$ cat config.mk
export PLATFORM = sky130hd
export DESIGN_NAME = sdram_cmd_issuer
export DESIGN_NICKNAME = d
export VERILOG_FILES = /design/src/rtl/sdcmd_pkg.sv /design/src/rtl/sd_bank_state.sv /design/src/rtl/sd_ap_tracker.sv /design/src/rtl/sdram_cmd_issuer.sv
export SDC_FILE = /design/constraint.sdc
export NUM_CORES = 1
export LEC_CHECK = 0
export CAP_MARGIN = 20
export CORE_UTILIZATION = 44
export CTS_BUF_LIST = sky130_fd_sc_hd__clkbuf_8
export DETAILED_ROUTE_END_ITERATION = 8
export PLACE_DENSITY = 0.89
export SYNTH_ARGS = -nofsm -noshare
export SYNTH_HDL_FRONTEND = slang
export SYNTH_HIERARCHICAL = 1
export SYNTH_SLANG_ARGS = --single-unit
$ cat constraint.sdc
create_clock -name clk -period 2.3 [get_ports clk]
set_input_delay 0.46 -clock clk [delete_from_list [all_inputs] [get_ports clk]]
set_output_delay 0.46 -clock clk [all_outputs]
set_load 0.01 [all_outputs]
$ cat src/rtl/sdcmd_pkg.sv
package sdcmd_pkg;

    typedef enum logic [3:0] {
        OP_MODE = 4'd0,
        OP_ACT  = 4'd1,
        OP_RD   = 4'd2,
        OP_WR   = 4'd3,
        OP_PRE  = 4'd4,
        OP_REF  = 4'd5,
        OP_BST  = 4'd6,
        OP_SRE  = 4'd7,
        OP_SRX  = 4'd8
    } op_e;

    typedef struct packed {
        logic cke;
        logic cs_n;
        logic ras_n;
        logic cas_n;
        logic we_n;
    } ctl_t;

    localparam ctl_t CTL_NOP = '{cke: 1'b1, cs_n: 1'b0, ras_n: 1'b1, cas_n: 1'b1, we_n: 1'b1};

    function automatic ctl_t ctl_of(op_e op);
        ctl_t c;
        c = CTL_NOP;
        case (op)
            OP_MODE: c = '{1'b1, 1'b0, 1'b0, 1'b0, 1'b0};
            OP_REF:  c = '{1'b1, 1'b0, 1'b0, 1'b0, 1'b1};
            OP_ACT:  c = '{1'b1, 1'b0, 1'b0, 1'b1, 1'b1};
            OP_RD:   c = '{1'b1, 1'b0, 1'b1, 1'b0, 1'b1};
            OP_WR:   c = '{1'b1, 1'b0, 1'b1, 1'b0, 1'b0};
            OP_BST:  c = '{1'b1, 1'b0, 1'b1, 1'b1, 1'b0};
            OP_PRE:  c = '{1'b1, 1'b0, 1'b0, 1'b1, 1'b0};
            OP_SRE:  c = '{1'b0, 1'b0, 1'b0, 1'b0, 1'b1};
            default: c = CTL_NOP;
        endcase
        return c;
    endfunction

    function automatic logic is_column(op_e op);
        return (op == OP_RD) || (op == OP_WR);
    endfunction

endpackage

$ cat src/rtl/sd_bank_state.sv
module sd_bank_state #(
    parameter int TRP_CYC = 3
) (
    input  logic clk,
    input  logic rst,
    input  logic open_i,
    input  logic close_i,
    input  logic ap_close_i,
    output logic active_o,
    output logic recover_o
);
    localparam int TRP_W = $clog2(TRP_CYC + 1);

    logic [TRP_W-1:0] trp_q;

    always_ff @(posedge clk) begin
        if (rst) begin
            active_o <= 1'b0;
            trp_q    <= '0;
        end else begin
            if (trp_q != '0)
                trp_q <= trp_q - TRP_W'(1);
            if (open_i)
                active_o <= 1'b1;
            if (close_i)
                active_o <= 1'b0;
            if (ap_close_i) begin
                active_o <= 1'b0;
                trp_q    <= TRP_W'(TRP_CYC);
            end
        end
    end

    assign recover_o = (trp_q != '0);

endmodule

$ cat src/rtl/sd_ap_tracker.sv
module sd_ap_tracker #(
    parameter int BURST_LEN = 4
) (
    input  logic clk,
    input  logic rst,
    input  logic start_i,
    input  logic bank_i,
    input  logic stop_i,
    output logic busy_o,
    output logic bank_o,
    output logic done_o
);
    localparam int CNT_W = (BURST_LEN > 1) ? $clog2(BURST_LEN) : 1;

    logic [CNT_W-1:0] cnt_q;

    assign done_o = busy_o && ((cnt_q == '0) || stop_i);

    always_ff @(posedge clk) begin
        if (rst) begin
            busy_o <= 1'b0;
            bank_o <= 1'b0;
            cnt_q  <= '0;
        end else if (start_i) begin
            busy_o <= 1'b1;
            bank_o <= bank_i;
            cnt_q  <= CNT_W'(BURST_LEN - 1);
        end else if (done_o) begin
            busy_o <= 1'b0;
        end else if (busy_o) begin
            cnt_q <= cnt_q - CNT_W'(1);
        end
    end

endmodule

$ cat src/rtl/sdram_cmd_issuer.sv
module sdram_cmd_issuer
    import sdcmd_pkg::*;
#(
    parameter int ADDR_W    = 11,
    parameter int AP_BIT    = 10,
    parameter int COL_W     = 8,
    parameter int BURST_LEN = 4,
    parameter int TRP_CYC   = 3,
    parameter int MRD_CYC   = 2
) (
    input  logic              clk,
    input  logic              rst,
    input  logic              req_valid,
    output logic              req_ready,
    input  logic [3:0]        req_cmd,
    input  logic              req_bank,
    input  logic [ADDR_W-1:0] req_addr,
    input  logic [COL_W-1:0]  req_col,
    input  logic              req_flag,
    output logic              sd_cke,
    output logic              sd_cs_n,
    output logic              sd_ras_n,
    output logic              sd_cas_n,
    output logic              sd_we_n,
    output logic              sd_ba,
    output logic [ADDR_W-1:0] sd_addr,
    output logic              cmd_err
);
    localparam int NBANK = 2;
    localparam int GAP_W = (MRD_CYC > 1) ? $clog2(MRD_CYC) : 1;

    op_e              op;
    logic             legal, accept;
    logic [NBANK-1:0] bank_open, bank_rec;
    logic             ap_busy, ap_bank, ap_done;
    logic             in_sr, refused_q;
    logic [GAP_W-1:0] gap_q;
    logic             all_idle;
    logic [ADDR_W-1:0] addr_nx;
    logic             ba_nx;
    ctl_t             ctl_q;

    assign op     = op_e'(req_cmd);
    assign accept = req_valid && legal;
    assign req_ready = legal;
    assign all_idle  = (bank_open == '0) && (bank_rec == '0);

    // per-bank open/recovery state
    for (genvar b = 0; b < NBANK; b++) begin : g_bank
        sd_bank_state #(.TRP_CYC(TRP_CYC)) u_bank (
            .clk        (clk),
            .rst        (rst),
            .open_i     (accept && op == OP_ACT && req_bank == 1'(b)),
            .close_i    (accept && op == OP_PRE && (req_flag || req_bank == 1'(b))),
            .ap_close_i (ap_done && ap_bank == 1'(b)),
            .active_o   (bank_open[b]),
            .recover_o  (bank_rec[b])
        );
    end

    sd_ap_tracker #(.BURST_LEN(BURST_LEN)) u_ap (
        .clk     (clk),
        .rst     (rst),
        .start_i (accept && is_column(op) && req_flag),
        .bank_i  (req_bank),
        .stop_i  (accept && op == OP_BST),
        .busy_o  (ap_busy),
        .bank_o  (ap_bank),
        .done_o  (ap_done)
    );

    // legality of the presented request in the current state
    always_comb begin
        legal = 1'b0;
        if (in_sr) begin
            legal = (op == OP_SRX);
        end else if (gap_q == '0) begin
            case (op)
                OP_MODE, OP_REF, OP_SRE: legal = all_idle;
                OP_ACT:  legal = !bank_open[req_bank] && !bank_rec[req_bank];
                OP_RD, OP_WR: legal = bank_open[req_bank] && !ap_busy;
                OP_PRE:  legal = !(ap_busy && (req_flag || ap_bank == req_bank));
                OP_BST:  legal = 1'b1;
                default: legal = 1'b0;
            endcase
        end
    end

    // address and bank pins for the accepted request
    always_comb begin
        addr_nx = '0;
        ba_nx   = 1'b0;
        case (op)
            OP_MODE, OP_ACT: begin
                addr_nx = req_addr;
                ba_nx   = req_bank;
            end
            OP_RD, OP_WR: begin
                addr_nx[COL_W-1:0] = req_col;
                addr_nx[AP_BIT]    = req_flag;
                ba_nx              = req_bank;
            end
            OP_PRE: begin
                addr_nx[AP_BIT] = req_flag;
                ba_nx           = req_bank;
            end
            default: begin
                addr_nx = '0;
                ba_nx   = 1'b0;
            end
        endcase
    end

    always_ff @(posedge clk) begin
        if (rst) begin
            in_sr     <= 1'b0;
            gap_q     <= '0;
            refused_q <= 1'b0;
            cmd_err   <= 1'b0;
            ctl_q     <= CTL_NOP;
            sd_ba     <= 1'b0;
            sd_addr   <= '0;
        end else begin
            refused_q <= req_valid && !legal;
            cmd_err   <= req_valid && !legal && !refused_q;

            if (accept && op == OP_MODE)
                gap_q <= GAP_W'(MRD_CYC - 1);
            else if (gap_q != '0)
                gap_q <= gap_q - GAP_W'(1);

            if (accept && op == OP_SRE)
                in_sr <= 1'b1;
            else if (accept && op == OP_SRX)
                in_sr <= 1'b0;

            if (accept) begin
                ctl_q   <= ctl_of(op);
                sd_ba   <= ba_nx;
                sd_addr <= addr_nx;
            end else begin
                ctl_q     <= CTL_NOP;
                ctl_q.cke <= !in_sr;
                sd_ba     <= 1'b0;
                sd_addr   <= '0;
            end
        end
    end

    assign sd_cke   = ctl_q.cke;
    assign sd_cs_n  = ctl_q.cs_n;
    assign sd_ras_n = ctl_q.ras_n;
    assign sd_cas_n = ctl_q.cas_n;
    assign sd_we_n  = ctl_q.we_n;

endmodule

### After elaboration in Yosys (flattened, before gate mapping)

Memory sizes are Yosys's and may differ from the RTL's.
Cells that the tools add are included.

* latch bits: 0
* memories kept: 1
* bits of input ports: 28
* ROM bits: 32
* output and inout bits: 19
* register bits: 31
* logic and storage cells: 121
* memory bits (writable): 0

Memory list
* (no name shown): words 8, bits a word 4, rd ports 1, clocked after memory_dff 0, write ports 0, RTL line sdcmd_pkg.sv:28 `case (op)`

* multiplexer cells: 24
* equality and inequality tests: 10
* shift-type cells: 0
* magnitude comparators: 1
* $add $sub $neg: 4
* div/mod/pow operators: 0
* reduce and logical (&&, ||, !) cells: 57
* bitwise logic cells: 5
* $mul: 0

Operator list (count)
* logical AND 1 bit: 22
* OR reduction 3 bit: 7
* equality test 4 x 3 -> 1 bit (second input constant): 4
* case mux 8 bit (2 select lines): 1
* two-way mux 2 bit: 7
* nonzero test 2 bit: 7
* two-way mux 1 bit: 12
* two-way mux 5 bit: 2
* equality test 4 x 2 -> 1 bit (second input constant): 2
* zero test 1 bit: 7
* zero test 2 bit: 3
* OR reduction 2 bit: 3
* subtractor 2 x 1 -> 2 bit (second input constant): 3
* logical OR 1 bit: 5
* NOT 1 bit: 5
* case mux 1 bit (5 select lines): 1
* OR reduction 5 bit: 1
* equality test 4 x 1 -> 1 bit (second input constant): 1
* equality test 4 bit (second input constant): 1
* zero test 4 bit: 1
* less-than comparator 1 x 2 -> 1 bit (second input constant): 1
* inequality test 2 x 1 -> 1 bit (second input constant): 1
* case mux 1 bit (2 select lines): 1
* AND reduction 2 bit: 1
* other kinds (2): 2

### Longest topological paths before layout

* word-level depth: 14
* depth in mapped cells: 10
* depth with buffers taken out: 9

### Cells and area by module

The synthesis kept the hierarchy.

Modules (own cells, without submodules)
* sdram_cmd_issuer: cells an instance 127, sequential area each 400.4 µm², area each 1141.1 µm², instances 1
* sd_bank_state: cells an instance 14, sequential area each 60.1 µm², area each 130.1 µm², instances 2
* sd_ap_tracker: cells an instance 18, sequential area each 80.1 µm², area each 178.9 µm², instances 1

### Worst setup path after synthesis

OpenSTA, ideal clock, no wires.

* path type: input to output
* start point: input req_cmd[1]
* end point: output req_ready
* buffers on the path: 1
* cell stages on the path: 7
* arrival time: 1832 ps
* data required time: 1840 ps
* setup slack: 8 ps
* cells stage by stage: inv_1 -> ha_1 -> nor3b_1 -> nor4_2 -> o41ai_2 -> buf_2 -> nand2_1

* cells in the longest elaborated chain, start to end: 5
* elaborated cells between the ends (all ways): 14
* those cells by class: eq/ne: 8; mux: 3; reduce/logical: 3

Ends and longest elaborated chain
* start, declared: RTL line sdram_cmd_issuer.sv:15 `input logic [3:0] req_cmd,`
* equality test 4 x 3 -> 1 bit, or another cell as far along: RTL line sdram_cmd_issuer.sv:78 `case (op)`
* OR reduction 3 bit or OR reduction 2 bit (tied branches): RTL line sdram_cmd_issuer.sv:78
* case mux 1 bit (5 select lines): RTL line sdram_cmd_issuer.sv:78
* two-way mux 1 bit: RTL line sdram_cmd_issuer.sv:77 `end else if (gap_q == '0) begin`
* two-way mux 1 bit *: RTL line sdram_cmd_issuer.sv:75 `if (in_sr) begin`
* end, declared: RTL line sdram_cmd_issuer.sv:14 `output logic req_ready,`

Every way passes the cells marked *; elsewhere a longest branch is shown, timed or not.

### Worst setup path after layout

* start point: register g_bank[0].u_bank.trp_q[0]
* end point: output req_ready

* cells in the longest elaborated chain, start to end: 8
* elaborated cells between the ends (all ways): 10
* those cells by class: mux: 5; reduce/logical: 5

Ends and longest elaborated chain
* start, declared: RTL line sd_bank_state.sv:14 `logic [TRP_W-1:0] trp_q;`
* start signal, assigned: RTL line sd_bank_state.sv:22 `trp_q <= trp_q - TRP_W'(1);`
* start signal, assigned: RTL line sd_bank_state.sv:29 `trp_q <= TRP_W'(TRP_CYC);`
* nonzero test 2 bit *: RTL line sd_bank_state.sv:34 `assign recover_o = (trp_q != '0);`
* named net bank_rec[0]: RTL line sdram_cmd_issuer.sv:34 `logic [NBANK-1:0] bank_open, bank_rec;`
* two-way mux 1 bit (implied by the code) (2 in series): RTL line sdram_cmd_issuer.sv:80 `OP_ACT: legal = !bank_open[req_bank] && !bank_rec[req_bank];`
* zero test 1 bit: RTL line sdram_cmd_issuer.sv:80
* logical AND 1 bit: RTL line sdram_cmd_issuer.sv:80
* case mux 1 bit (5 select lines) *: RTL line sdram_cmd_issuer.sv:78
* two-way mux 1 bit *: RTL line sdram_cmd_issuer.sv:77
* two-way mux 1 bit *: RTL line sdram_cmd_issuer.sv:75

The timed path passes the listed nets; every way through them passes the cells marked *. The select of a mux whose other input is x is not followed.

==> impl_metrics.json <==
{
  "critPathRequiredTime_ns": 1.84,
  "power.density_nw_per_um2": 733,
  "die_y_um": 61.9,
  "firstDrtPassIters": 6,
  "min_path_type": "flop to flop",
  "hold_slack_ns": 0.559,
  "ys.warnings.count": 6,
  "finalClockSkew_ns": 0.00859,
  "clk_latency_ns": 0.28,
  "avgSynthCellArea_um2": 9.13,
  "row_count": 21,
  "syn_nets": 208,
  "drc": 0,
  "vdd_drop_max_mv": 0.497,
  "grt.total_usage_pct": 25.6,
  "syn_inst": 173,
  "synth_edf_count": 0,
  "start_kind": "flop",
  "place_area_um2": 2310,
  "final_area_um2": 2600,
  "core_area_um2": 3390,
  "ys_ff_latch": 30,
  "yosysTopAreaCellShare_pct": 38.0,
  "final_util_pct": 76.8,
  "grt_setup_unrepaired": "true",
  "grt_pass1_vias": 1600,
  "setup_viol_count_final": 1,
  "n_fill_cell": 210,
  "netlist_area_um2": 1580,
  "path_class": "flop to output port",
  "clockRootBuffer": "clkbuf_8",
  "grt_pass1_wl_um": 6980,
  "portBuffers": 45,
  "setup_tns_ns": -0.0814,
  "gp_congestion": 0.938,
  "grt_max_degree": 22,
  "crit_arrival_ns": 1.92,
  "fin_crit_ns": 2.38,
  "cts.sinks": 30,
  "endpoint_kind": "output port",
  "ys.flop_type": "dfxtp_1",
  "start_util_pct": 46.6,
  "wl_per_cell_um": 15.6,
  "viasPerCell": 5.48,
  "overflow": 0,
  "max_cap_viol_count": 0,
  "drive_gt1_share_pct": 35.0,
  "ios": 47,
  "hpwl_um": 3300,
  "violations": "setup timing",
  "dr.first_iter.drc_count": 51,
  "antenna_left": 0,
  "fin_ws_ns": -0.0814,
  "die_width_um": 61.9,
  "synthArstFlopShare_pct": 0,
  "worstHoldStart": "refused_q$_SDFF_PP0_",
  "netlist_top_cells_area": "dfxtp_1 (38%), a211oi_1 (5.7%), ha_1 (5.5%)",
  "yosysSeqAreaShare_pct": 38.0,
  "critPathLaunch": "g_bank[0].u_bank/trp_q[0]$_SDFFE_PP0P_",
  "seq_area_um2": 604,
  "r2r_start": "g_bank[0].u_bank/trp_q[1]$_SDFFE_PP0P_",
  "cts-hold-fix-buffers": 0,
  "cts_htree_levels": 2,
  "clock_path_buffers": 2,
  "vias": 1661,
  "crit_fanout": 2,
  "power_mw": 1.91,
  "antenna_found_initial": 0,
  "hold_viol": 0,
  "cts_made_buffers": 5,
  "p_leak_nw": 1.01,
  "areaGrowthSynthToFinish_pct": 64.8,
  "wl_um": 4730,
  "nNetsFinal": 292,
  "synth_area_leader_cell": "dfxtp_1",
  "cts_tree": "built",
  "post-route-period-util_pct": 104,
  "clk_pin_slew_ns": 0.06,
  "multi_input_area_um2": 1010,
  "drv_slew": 0,
  "status": "finished with violations",
  "ys_types": 45,
  "clock.fmax_ghz": 0.420,
  "die-area_um2": 3840,
  "diodes": 0
}
synth_stat cells (all sizes together), types with 2 or more instances:
library cell,number
inv,15
nor3b,3
or4,2
ha,7
nor3,3
and2,2
a21oi,3
a211oi,12
buf,6
a2111oi,5
a22oi,9
o31a,2
o21ai,4
xnor2,4
nor2,22
dfxtp,30
mux2i,4
o21ba,2
a2111o,2
and3,2
nor4,5
nand2,8
nor2b,3
clkbuf,4
layout by cell type (no fill, tap or decap), types with 3 or more instances in the layout:
master / instances
buf_6: 4
nor2b_1: 3
a22oi_1: 9
dfxtp_1: 27
a21oi_1: 3
mux2i_1: 4
ha_4: 3
clkbuf_8: 6
buf_4: 38
a211oi_1: 10
nor4_1: 3
inv_1: 7
dlygate4sd2_1: 3
clkdlybuf4s50_1: 38
a2111oi_2: 3
inv_2: 7
dfxtp_2: 3
nand2_1: 8
o21ai_0: 4
nor2_1: 20
xnor2_1: 3
critical path, stage by stage, from the launching register on:
cell and delay, ns:
dfxtp_2 0.33, inv_2 0.04, ha_4 0.15, inv_2 0.06
buf_6 0.09, nor3_2 0.04, o211a_1 0.28, o41ai_4 0.40
nand2_1 0.10, buf_2 0.15
final timing paths:
| check | end | slack (ns) | cells after the start |
|---|---|---|---|
| setup / recovery | req_ready | -0.08 | 9 |
| hold / removal | cmd_err$_SDFF_PP0_ | 0.56 | 2 |
| setup reg to reg | sd_ras_n$_SDFF_PP1_ | 0.01 | 9 |
| hold reg to reg | cmd_err$_SDFF_PP0_ | 0.56 | 2 |
power breakdown:
part | internal, mW | leakage, nW | switching [mW]
clock network | 0.346 | 0.0573 | 0.185
registers | 0.565 | 0.244 | 0.0183
logic | 0.444 | 0.707 | 0.349
layout make-up:
cell class                 instances  share of cell area, %
multi-input combinational        118                   38.6
timing repair buffer              87                   29.4
sequential                        30                   23.2
clock buffer                       6                   3.17
inverter                          15                   2.26
tap                               46                   2.21
clock inverter                     1                   1.15
flip-flops by register name, summed over array words and instances, names as in the netlist, 2 cells and up:
signal / cells
u_ap/cnt_q: 2
g_bank.u_bank/trp_q: 4
g_bank.u_bank/active_o: 2
sd_addr: 11
per-stage QoR:
stage / setup slack, ns / cells
final: -0.0814 / 303
after global routing: -0.180 / 303
after CTS: -0.172 / 300
after detailed placement: -0.713 / 289
after global placement: -0.660 / 289
after floorplan: 0.00831 / 173
kinds of logic (layout without fill, tap and decap cells):
group                    Yosys count  after routing  synth area share (%)
AND/OR/NAND/NOR                   56             56                  20.0
AO/OA/AOI/OAI                     46             46                  24.5
flip-flops                        30             30                  38.0
buffers and inverters             25            109                  6.97
adder cells (fa/ha/maj)            7              7                  5.54
XOR/XNOR                           4              4                  2.22
multiplexers                       4              4                  2.53
other                              1              1                 0.237
layer usage:
layer	GRT usage, %	part of all wire (%)	routed length [µm]	up-vias
li1	-	-	-	793
met1	28.1	39	1840	806
met2	44.1	55	2600	50
met3	6.63	3.7	174	12
met4	15.9	2.5	116	0
met5	0	0	0	-
repair_timing:
action,CTS,global route
pin swaps,9,12
endpoints found under the setup margin,9,13
gates resized for setup,30,21
endpoints found under the hold margin,0,0
cloned,0,0
setup buffers,5,3
(Power assumes the default switching activity.)
